==> config.mk <==
export PLATFORM = sky130hd
export DESIGN_NAME = nor_add_shift_alu
export DESIGN_NICKNAME = d
export VERILOG_FILES = /design/src/rtl/nas_pkg.sv /design/src/rtl/nas_alu_core.sv /design/src/rtl/nas_hold_reg.sv /design/src/rtl/nas_bus_sel.sv /design/src/rtl/nor_add_shift_alu.sv
export SDC_FILE = /design/constraint.sdc
export NUM_CORES = 1
export LEC_CHECK = 0
export ABC_CLOCK_PERIOD_IN_PS = 3700
export CAP_MARGIN = 10
export CORE_MARGIN = 8
export CORE_UTILIZATION = 50
export CTS_CLUSTER_DIAMETER = 100
export DETAILED_ROUTE_END_ITERATION = 12
export PLACE_DENSITY = 0.77
export SETUP_SLACK_MARGIN = 0.4
export SLEW_MARGIN = 20
export SYNTH_ARGS = -nofsm -noshare
export SYNTH_HDL_FRONTEND = slang
export SYNTH_SLANG_ARGS = --single-unit
==> constraint.sdc <==
create_clock -name clk -period 3.7 [get_ports clk]
set_clock_uncertainty 0.2 [all_clocks]
set_input_delay 0.37 -clock clk [delete_from_list [all_inputs] [get_ports clk]]
set_output_delay 0.37 -clock clk [all_outputs]
set_load 0.01 [all_outputs]
==> src/rtl/nas_pkg.sv <==
`timescale 1ns/1ps
// Shared types for the NOR/ADD slice.
// Assumes: nothing; holds type definitions only.
package nas_pkg;
    typedef enum logic [1:0] {
        HM_LOAD = 2'd0,
        HM_SHL  = 2'd1,
        HM_SHR  = 2'd2
    } hold_mode_e;

    typedef enum logic [1:0] {
        SRC_IDLE = 2'd0,
        SRC_ALU  = 2'd1,
        SRC_HOLD = 2'd2
    } bus_src_e;

    // Pick the holding-register action; an opposing pair of shifts counts as a load
    function automatic hold_mode_e pick_mode(input logic sl, input logic sr);
        if (sl && !sr) return HM_SHL;
        if (sr && !sl) return HM_SHR;
        return HM_LOAD;
    endfunction
endpackage

==> src/rtl/nas_alu_core.sv <==
`timescale 1ns/1ps
// Combinational NOR / add unit.
// Assumes: operands are stable during the execute phase; carry-out matters only for the sum.
module nas_alu_core #(
    parameter int W = 16
) (
    input  logic [W-1:0] mem_opnd,
    input  logic [W-1:0] reg_opnd,
    input  logic         fn_add,
    input  logic         opnd_zero,
    input  logic         cin,
    output logic [W-1:0] alu_res,
    output logic         alu_cout
);
    localparam int SW = W + 1;

    logic [W-1:0]  b_eff;
    logic [SW-1:0] sum_w;

    // Suppress the register-side operand when requested
    always_comb b_eff = opnd_zero ? '0 : reg_opnd;

    // Full-width sum including the carry-in
    always_comb sum_w = {1'b0, mem_opnd} + {1'b0, b_eff} + {{(SW-1){1'b0}}, cin};

    // Select the function and qualify the carry
    always_comb begin
        if (fn_add) begin
            alu_res  = sum_w[W-1:0];
            alu_cout = sum_w[SW-1];
        end else begin
            alu_res  = ~(mem_opnd | b_eff);
            alu_cout = 1'b0;
        end
    end
endmodule

==> src/rtl/nas_hold_reg.sv <==
`timescale 1ns/1ps
// Holding register that captures the ALU result or shifts by one bit.
// Assumes: it updates only on edges where the execute strobe is high; reset is synchronous.
module nas_hold_reg
    import nas_pkg::*;
#(
    parameter int W = 16
) (
    input  logic         clk,
    input  logic         rst_n,
    input  logic         exec_ph,
    input  logic         shl,
    input  logic         shr,
    input  logic         cin,
    input  logic [W-1:0] alu_res,
    output logic [W-1:0] hold_q
);
    hold_mode_e   mode;
    logic [W-1:0] hold_d;

    // Decode the shift controls
    always_comb mode = pick_mode(shl, shr);

    // Compute the next contents for an execute edge
    always_comb begin
        unique case (mode)
            HM_SHL:  hold_d = {hold_q[W-2:0], cin};
            HM_SHR:  hold_d = {cin, hold_q[W-1:1]};
            default: hold_d = alu_res;
        endcase
    end

    // Register update: reset clears, execute edges update, all others hold
    always_ff @(posedge clk) begin
        if (!rst_n)       hold_q <= '0;
        else if (exec_ph) hold_q <= hold_d;
    end

    assert_load_R5: assert property (@(posedge clk) disable iff (!rst_n)
        (exec_ph && !shl && !shr) |=> (hold_q == $past(alu_res)));
    assert_shl_R6: assert property (@(posedge clk) disable iff (!rst_n)
        (exec_ph && shl && !shr) |=> (hold_q == {$past(hold_q[W-2:0]), $past(cin)}));
    assert_shr_R7: assert property (@(posedge clk) disable iff (!rst_n)
        (exec_ph && shr && !shl) |=> (hold_q == {$past(cin), $past(hold_q[W-1:1])}));
    assert_both_load_R8: assert property (@(posedge clk) disable iff (!rst_n)
        (exec_ph && shl && shr) |=> (hold_q == $past(alu_res)));
    assert_keep_R9: assert property (@(posedge clk) disable iff (!rst_n)
        !exec_ph |=> $stable(hold_q));
endmodule

==> src/rtl/nas_bus_sel.sv <==
`timescale 1ns/1ps
// Result bus source selection: ALU in execute, holding register in fetch, zero when idle.
// Assumes: the execute strobe has priority if both phase strobes are high.
module nas_bus_sel
    import nas_pkg::*;
#(
    parameter int W = 16
) (
    input  logic         clk,
    input  logic         rst_n,
    input  logic         exec_ph,
    input  logic         fetch_ph,
    input  logic [W-1:0] alu_res,
    input  logic [W-1:0] hold_q,
    output logic [W-1:0] res_bus,
    output logic         res_valid,
    output logic         res_from_hold
);
    bus_src_e src;

    // Choose the bus source from the phase strobes
    always_comb begin
        if (exec_ph)       src = SRC_ALU;
        else if (fetch_ph) src = SRC_HOLD;
        else               src = SRC_IDLE;
    end

    // Drive the bus and its flags
    always_comb begin
        unique case (src)
            SRC_ALU:  res_bus = alu_res;
            SRC_HOLD: res_bus = hold_q;
            default:  res_bus = '0;
        endcase
        res_valid     = (src != SRC_IDLE);
        res_from_hold = (src == SRC_HOLD);
    end

    assert_idle_R9: assert property (@(posedge clk) disable iff (!rst_n)
        (!exec_ph && !fetch_ph) |-> (res_bus == '0 && !res_valid && !res_from_hold));
    assert_fetch_R5: assert property (@(posedge clk) disable iff (!rst_n)
        (fetch_ph && !exec_ph) |-> (res_bus == hold_q && res_from_hold));
    assert_exec_prio_R11: assert property (@(posedge clk) disable iff (!rst_n)
        exec_ph |-> (res_bus == alu_res && res_valid && !res_from_hold));
endmodule

==> src/rtl/nor_add_shift_alu.sv <==
`timescale 1ns/1ps
// Top of the NOR/ADD slice with deferred, shift-capable writeback.
// Assumes: execute and fetch phases alternate; register file and memory sit outside.
module nor_add_shift_alu #(
    parameter int W = 16
) (
    input  logic         clk,
    input  logic         rst_n,
    input  logic [W-1:0] mem_opnd,
    input  logic [W-1:0] reg_opnd,
    input  logic         fn_add,
    input  logic         opnd_zero,
    input  logic         cin,
    input  logic         exec_ph,
    input  logic         fetch_ph,
    input  logic         shl,
    input  logic         shr,
    output logic [W-1:0] res_bus,
    output logic         res_valid,
    output logic         res_from_hold,
    output logic         cout
);
    logic [W-1:0] alu_res;
    logic [W-1:0] hold_q;

    nas_alu_core #(.W(W)) u_alu (
        .mem_opnd (mem_opnd),
        .reg_opnd (reg_opnd),
        .fn_add   (fn_add),
        .opnd_zero(opnd_zero),
        .cin      (cin),
        .alu_res  (alu_res),
        .alu_cout (cout)
    );

    nas_hold_reg #(.W(W)) u_hold (
        .clk    (clk),
        .rst_n  (rst_n),
        .exec_ph(exec_ph),
        .shl    (shl),
        .shr    (shr),
        .cin    (cin),
        .alu_res(alu_res),
        .hold_q (hold_q)
    );

    nas_bus_sel #(.W(W)) u_sel (
        .clk          (clk),
        .rst_n        (rst_n),
        .exec_ph      (exec_ph),
        .fetch_ph     (fetch_ph),
        .alu_res      (alu_res),
        .hold_q       (hold_q),
        .res_bus      (res_bus),
        .res_valid    (res_valid),
        .res_from_hold(res_from_hold)
    );
endmodule

; ---- Yosys cells after proc, flatten, opt, wreduce, memory -nomap -nowiden
; Index checks and enable logic that the tools add are counted.
; Widths: inputs -> output; s select.
[classes]
n_shift = 0
bitwise = 2
n_addsub = 2
eq_ne = 4
muxes = 14
div_mod_pow = 0
reduce_logical = 5
n_mul = 0
magnitude_cmp = 0
[ops]
columns = cell, count
row1 = $pmux 16 s2, 2
row2 = $mux 16, 2
row3 = $add 16x16->17, 1
row4 = $add 17x1->17, 1
row5 = $not 16->16, 1
row6 = $or 16x16->16, 1
row7 = $mux 2, 6
row8 = $eq 2x1->1 const B, 2
row9 = $eq 2x2->1 const B, 2
row10 = $mux 1, 4
row11 = $logic_and 1x1->1, 2
row12 = $logic_not 1->1, 2
row13 = $reduce_bool 2->1, 1
[totals]
out_inout_bits = 19
ramBits = 0
latch_bits = 0
reg_bits = 16
mem_bits_ro = 0
elab_cells = 28
inputBits = 41
memories = 0

; ---- Depth between registers and ports, before layout
[logic_depth]
ltp_word = 8
ltp_mapped = 11
ltp_nobuf = 11

; ---- Hierarchy
; A second synthesis with hierarchy kept.
[unflattened]
cells_unflattened = 319
area_unflattened_um2 = 2587.5
[modules_own_cells]
columns = module, instances, seq_area_each_um2, cells_each, area_each_um2
row1 = nas_alu_core, 1, 0.0, 214, 1465.2
row2 = nas_hold_reg, 1, 320.3, 81, 919.6
row3 = nas_bus_sel, 1, 0.0, 24, 202.7

; ---- Worst setup path after synthesis
; Ideal clock, no wire load.
[synth_timing]
kind = input -> output
from = in opnd_zero
to = out res_bus[14]
arrival_time_ns = 2.403
required_time_ns = 3.130
slack_ns = 0.727
stages = 11
path_buffers = 0
path_cell_list = nand2b_1 -> inv_1 -> fa_1 -> inv_1 -> fa_1 -> and2b_1 -> o2111ai_2 -> a21boi_2 -> nor3_1 -> or4_1 -> nand3_1
[synth_via]
elab_chain_len = 5
word_cells_on_any_way = 7
classes_between = add/sub: 2 / mux: 3 / bitwise: 2
[synth_lines]
columns = element, line
row1 = from (decl), nor_add_shift_alu.sv:12  ; input logic opnd_zero,
row2 = $mux 16 (*), nas_alu_core.sv:21  ; always_comb b_eff = opnd_zero ? '0 : reg_opnd;
row3 = $add 16x16->17 / $or 16x16->16 (equally long branches), "nas_alu_core.sv:24, nas_alu_core.sv:32"
row4 = $add 17x1->17 / $not 16->16 (equally long branches), "nas_alu_core.sv:24, nas_alu_core.sv:32"
row5 = $mux 16 (*), nas_alu_core.sv:28  ; if (fn_add) begin
row6 = $pmux 16 s2 (*), nas_bus_sel.sv:30  ; unique case (src)
row7 = to (decl), nor_add_shift_alu.sv:18  ; output logic [W-1:0] res_bus,
; Mark *: on every way between the ends. The rest lies on a longest branch, timed or not.

; ---- Worst setup path in the final report
[layout_timing]
from = in opnd_zero
to = out res_bus[8]
; Same word-level chain as after synthesis.

==> impl_metrics.env <==
export IMPL_arrival_ns=2.81
export IMPL_grt_util_all_layers_pct=23.8
export IMPL_peakVddDrop_uv=110
export IMPL_avgSynthCellArea_sq_um=7.39
export IMPL_crit_path_end_kind="primary output"
export IMPL_period_share_pct=91.4
export IMPL_syn_area_sq_mm=0.00262
export IMPL_yosysTopAreaCell="ha_1"
export IMPL_post_place_cells=507
export IMPL_worst_slack_ns=0.317
export IMPL_die_area_sq_mm=0.00782
export IMPL_synth_cells=355
export IMPL_slew_headroom_pct=51.7
export IMPL_hold_viol=0
export IMPL_top_regs="u_hold.hold_q x16"
export IMPL_ant_nets=0
export IMPL_synth_top_cell_area_share_pct=15.7
export IMPL_stdcell_count=530
export IMPL_ff2ff_path_depth=5
export IMPL_hold_slack_ns=0.289
export IMPL_finalPower_mw=0.872
export IMPL_finalSetupViolations=0
export IMPL_drive_gt1_share_pct=28.5
export IMPL_p_leak_nw=1.87
export IMPL_grt_max_degree=23
export IMPL_place_ws_ns=-0.383
export IMPL_grt_pass1_vias=3086
export IMPL_antenna_found_initial=0
export IMPL_dpl_hpwl_microns=6780
export IMPL_min_period_ns=3.38
export IMPL_ys_async_sr_fraction_pct=0
export IMPL_cts_buffer_depth=2
export IMPL_yosysWarnings=0
export IMPL_vias=3365
export IMPL_wl_microns=10100
export IMPL_initial_utilization_pct=51.7
export IMPL_clk_latency_ns=0.26
export IMPL_grt_pass1_wl_microns=15100
export IMPL_fp_dieH_microns=88.4
export IMPL_crit_required_ns=3.13
export IMPL_synth_area_leaders="ha_1, dfxtp_1, inv_1"
export IMPL_multi_input_area_sq_mm=0.00230
export IMPL_row_count=26
export IMPL_core_sq_mm=0.00507
export IMPL_wl_per_cell_microns=19.1
export IMPL_path_clk_slew_ns=0.06
export IMPL_synth_distinct_cells=65
export IMPL_synthFlopType="dfxtp_1"
export IMPL_n_fill_cell=354
export IMPL_via_per_inst=6.35
export IMPL_crit_type="in -> out"
export IMPL_ioPinCount=60
export IMPL_portBuffers=59
export IMPL_largest_reg_flops=16
export IMPL_synth_yosys_seq_area_share_pct=12.2
export IMPL_synth_edff_count=0
export IMPL_maxCapViolCount=0
export IMPL_fp_dieW_microns=88.4
export IMPL_critPathMaxFanout=4
export IMPL_cts_tree="done"
export IMPL_syn_to_final_growth_pct=49.7
export IMPL_grt_setup_unrepaired="yes"
export IMPL_min_delay_path_class="reg -> reg"
export IMPL_htreeDepth=1
export IMPL_drtPass1Iterations=5
export IMPL_regMostFlops="u_hold.hold_q"
export IMPL_syn_num_nets=431
export IMPL_remaining_drc_errors=0
export IMPL_fmax_mhz=296
export IMPL_gp_congestion=0.943
export IMPL_cp_start_kind="input port"
export IMPL_n_antenna_cell=0
export IMPL_outcome="finished, final reports clean"
export IMPL_synth_seq_cells=16
export IMPL_numCtsBuffers=3
export IMPL_root_buffer="clkbuf_8"
export IMPL_drv_slew=0
export IMPL_drt_iter0_drc=425
export IMPL_hold_depth=2
export IMPL_cts_sinks=16
export IMPL_fin_nets=538
export IMPL_worst_pin_slew_ns=0.722
export IMPL_power_density_mw_per_mm2=222
export IMPL_regArea_sq_um=320
export IMPL_gr_total_overflow=0
[worst paths after layout]
| path | startpoint | to | slack [ns] |
|---|---|---|---|
| max | opnd_zero | res_bus[8] | 0.32 |
| min | u_hold.hold_q[0] | u_hold.hold_q[0] | 0.29 |
| max reg2reg | u_hold.hold_q[9] | u_hold.hold_q[8] | 2.01 |
| min reg2reg | u_hold.hold_q[0] | u_hold.hold_q[0] | 0.29 |
[routing by layer]
| metal | global-route usage, % | up-vias | part of all wire [%] |
|---|---|---|---|
| met5 | 0 | - | 0 |
| met1 | 30.6 | 1568 | 40 |
| met4 | 6.45 | 0 | 2.9 |
| li1 | - | 1517 | - |
| met3 | 3.44 | 38 | 9.4 |
| met2 | 40.1 | 242 | 48 |
[kinds of logic (layout without fill, tap and decap cells)]
kind of cell / after synthesis / in the layout / synth area share, %
flops: 16 / 16 / 12.2
fa+ha+maj: 35 / 35 / 17.3
xor+xnor: 2 / 2 / 0.668
buf+inv: 63 / 168 / 9.97
compound gates: 118 / 118 / 34.4
mux: 4 / 4 / 1.62
simple gates: 117 / 117 / 23.9
[stage by stage]
step                setup TNS (ns)  instance area [sq um]  utilization [%]
detailed placement           -2.94                   3510             69.2
finish                           0                   3930             77.4
CTS                              0                   3720             73.4
global placement             -2.13                   3510             69.2
floorplan                        0                   2620                -
global route                     0                   3930             77.4
[critical path: stages]
cell       delay (ns)
buf_6            0.07
nand2b_4         0.12
inv_2            0.04
fa_2             0.40
inv_2            0.07
fa_2             0.19
and2b_2          0.25
o2111ai_4        0.26
buf_6            0.15
a21boi_2         0.06
o21a_1           0.19
buf_4            0.14
o2111ai_2        0.19
nand3_1          0.14
buf_2            0.17
[layout make-up]
cell class / count / area share (%)
flip-flops and latches: 16 / 8.16
clock buffers: 3 / 1.05
repair buffers: 119 / 25.7
well taps: 70 / 2.23
multi-input cells: 276 / 58.5
inverters: 46 / 4.40
[power breakdown]
part | internal (mW) | total (mW) | switching (mW)
clock | 0.0724 | 0.137 | 0.0641
combinational | 0.256 | 0.526 | 0.270
sequential | 0.190 | 0.209 | 0.0190
[cell usage in the layout, fill, tap and decap left out, types with 3 or more instances in the layout]
cell / count
clkbuf_2: 3
buf_2: 8
ha_1: 28
inv_2: 3
nor3_2: 3
clkbuf_8: 3
nor3_1: 4
o21a_1: 5
inv_1: 42
or3_1: 4
o21ai_0: 10
a21oi_2: 7
nand3b_1: 3
a21oi_1: 16
nand2_1: 22
o31ai_4: 3
a221o_1: 4
a21o_1: 9
a22o_1: 4
buf_4: 56
a211o_1: 3
nand4_1: 6
nand2b_1: 16
buf_6: 6
or3_4: 3
a22oi_1: 9
nand3_1: 16
nand3_2: 4
nor2_1: 21
dfxtp_1: 16
a221oi_1: 12
ha_4: 5
o211ai_1: 5
clkdlybuf4s50_1: 39
o2111ai_2: 3
[cell usage after synthesis (3+ instances only)]
master and count:
nand3b_1 3, inv_1 45, nand3_1 19, a21oi_1 21
nor3_1 7, a221o_1 4, o211ai_1 5, ha_1 33
a22o_1 4, o21a_1 5, or3_1 7, nand2b_1 18
a21o_1 9, dfxtp_1 16, a22oi_1 9, nor2_1 21
clkbuf_1 10, o21ai_0 11, nand2_1 22, nand4_1 6
a21oi_2 3, o21ai_1 3, a221oi_1 12, a211o_1 3
[timing repair]
action,in CTS,in global routing
pin swaps,19,16
resized for setup,67,45
endpoints found under the setup margin,16,14
hold buffers,0,0
buffers inserted,14,6
Note: power is estimated with default switching activity, not from simulation.
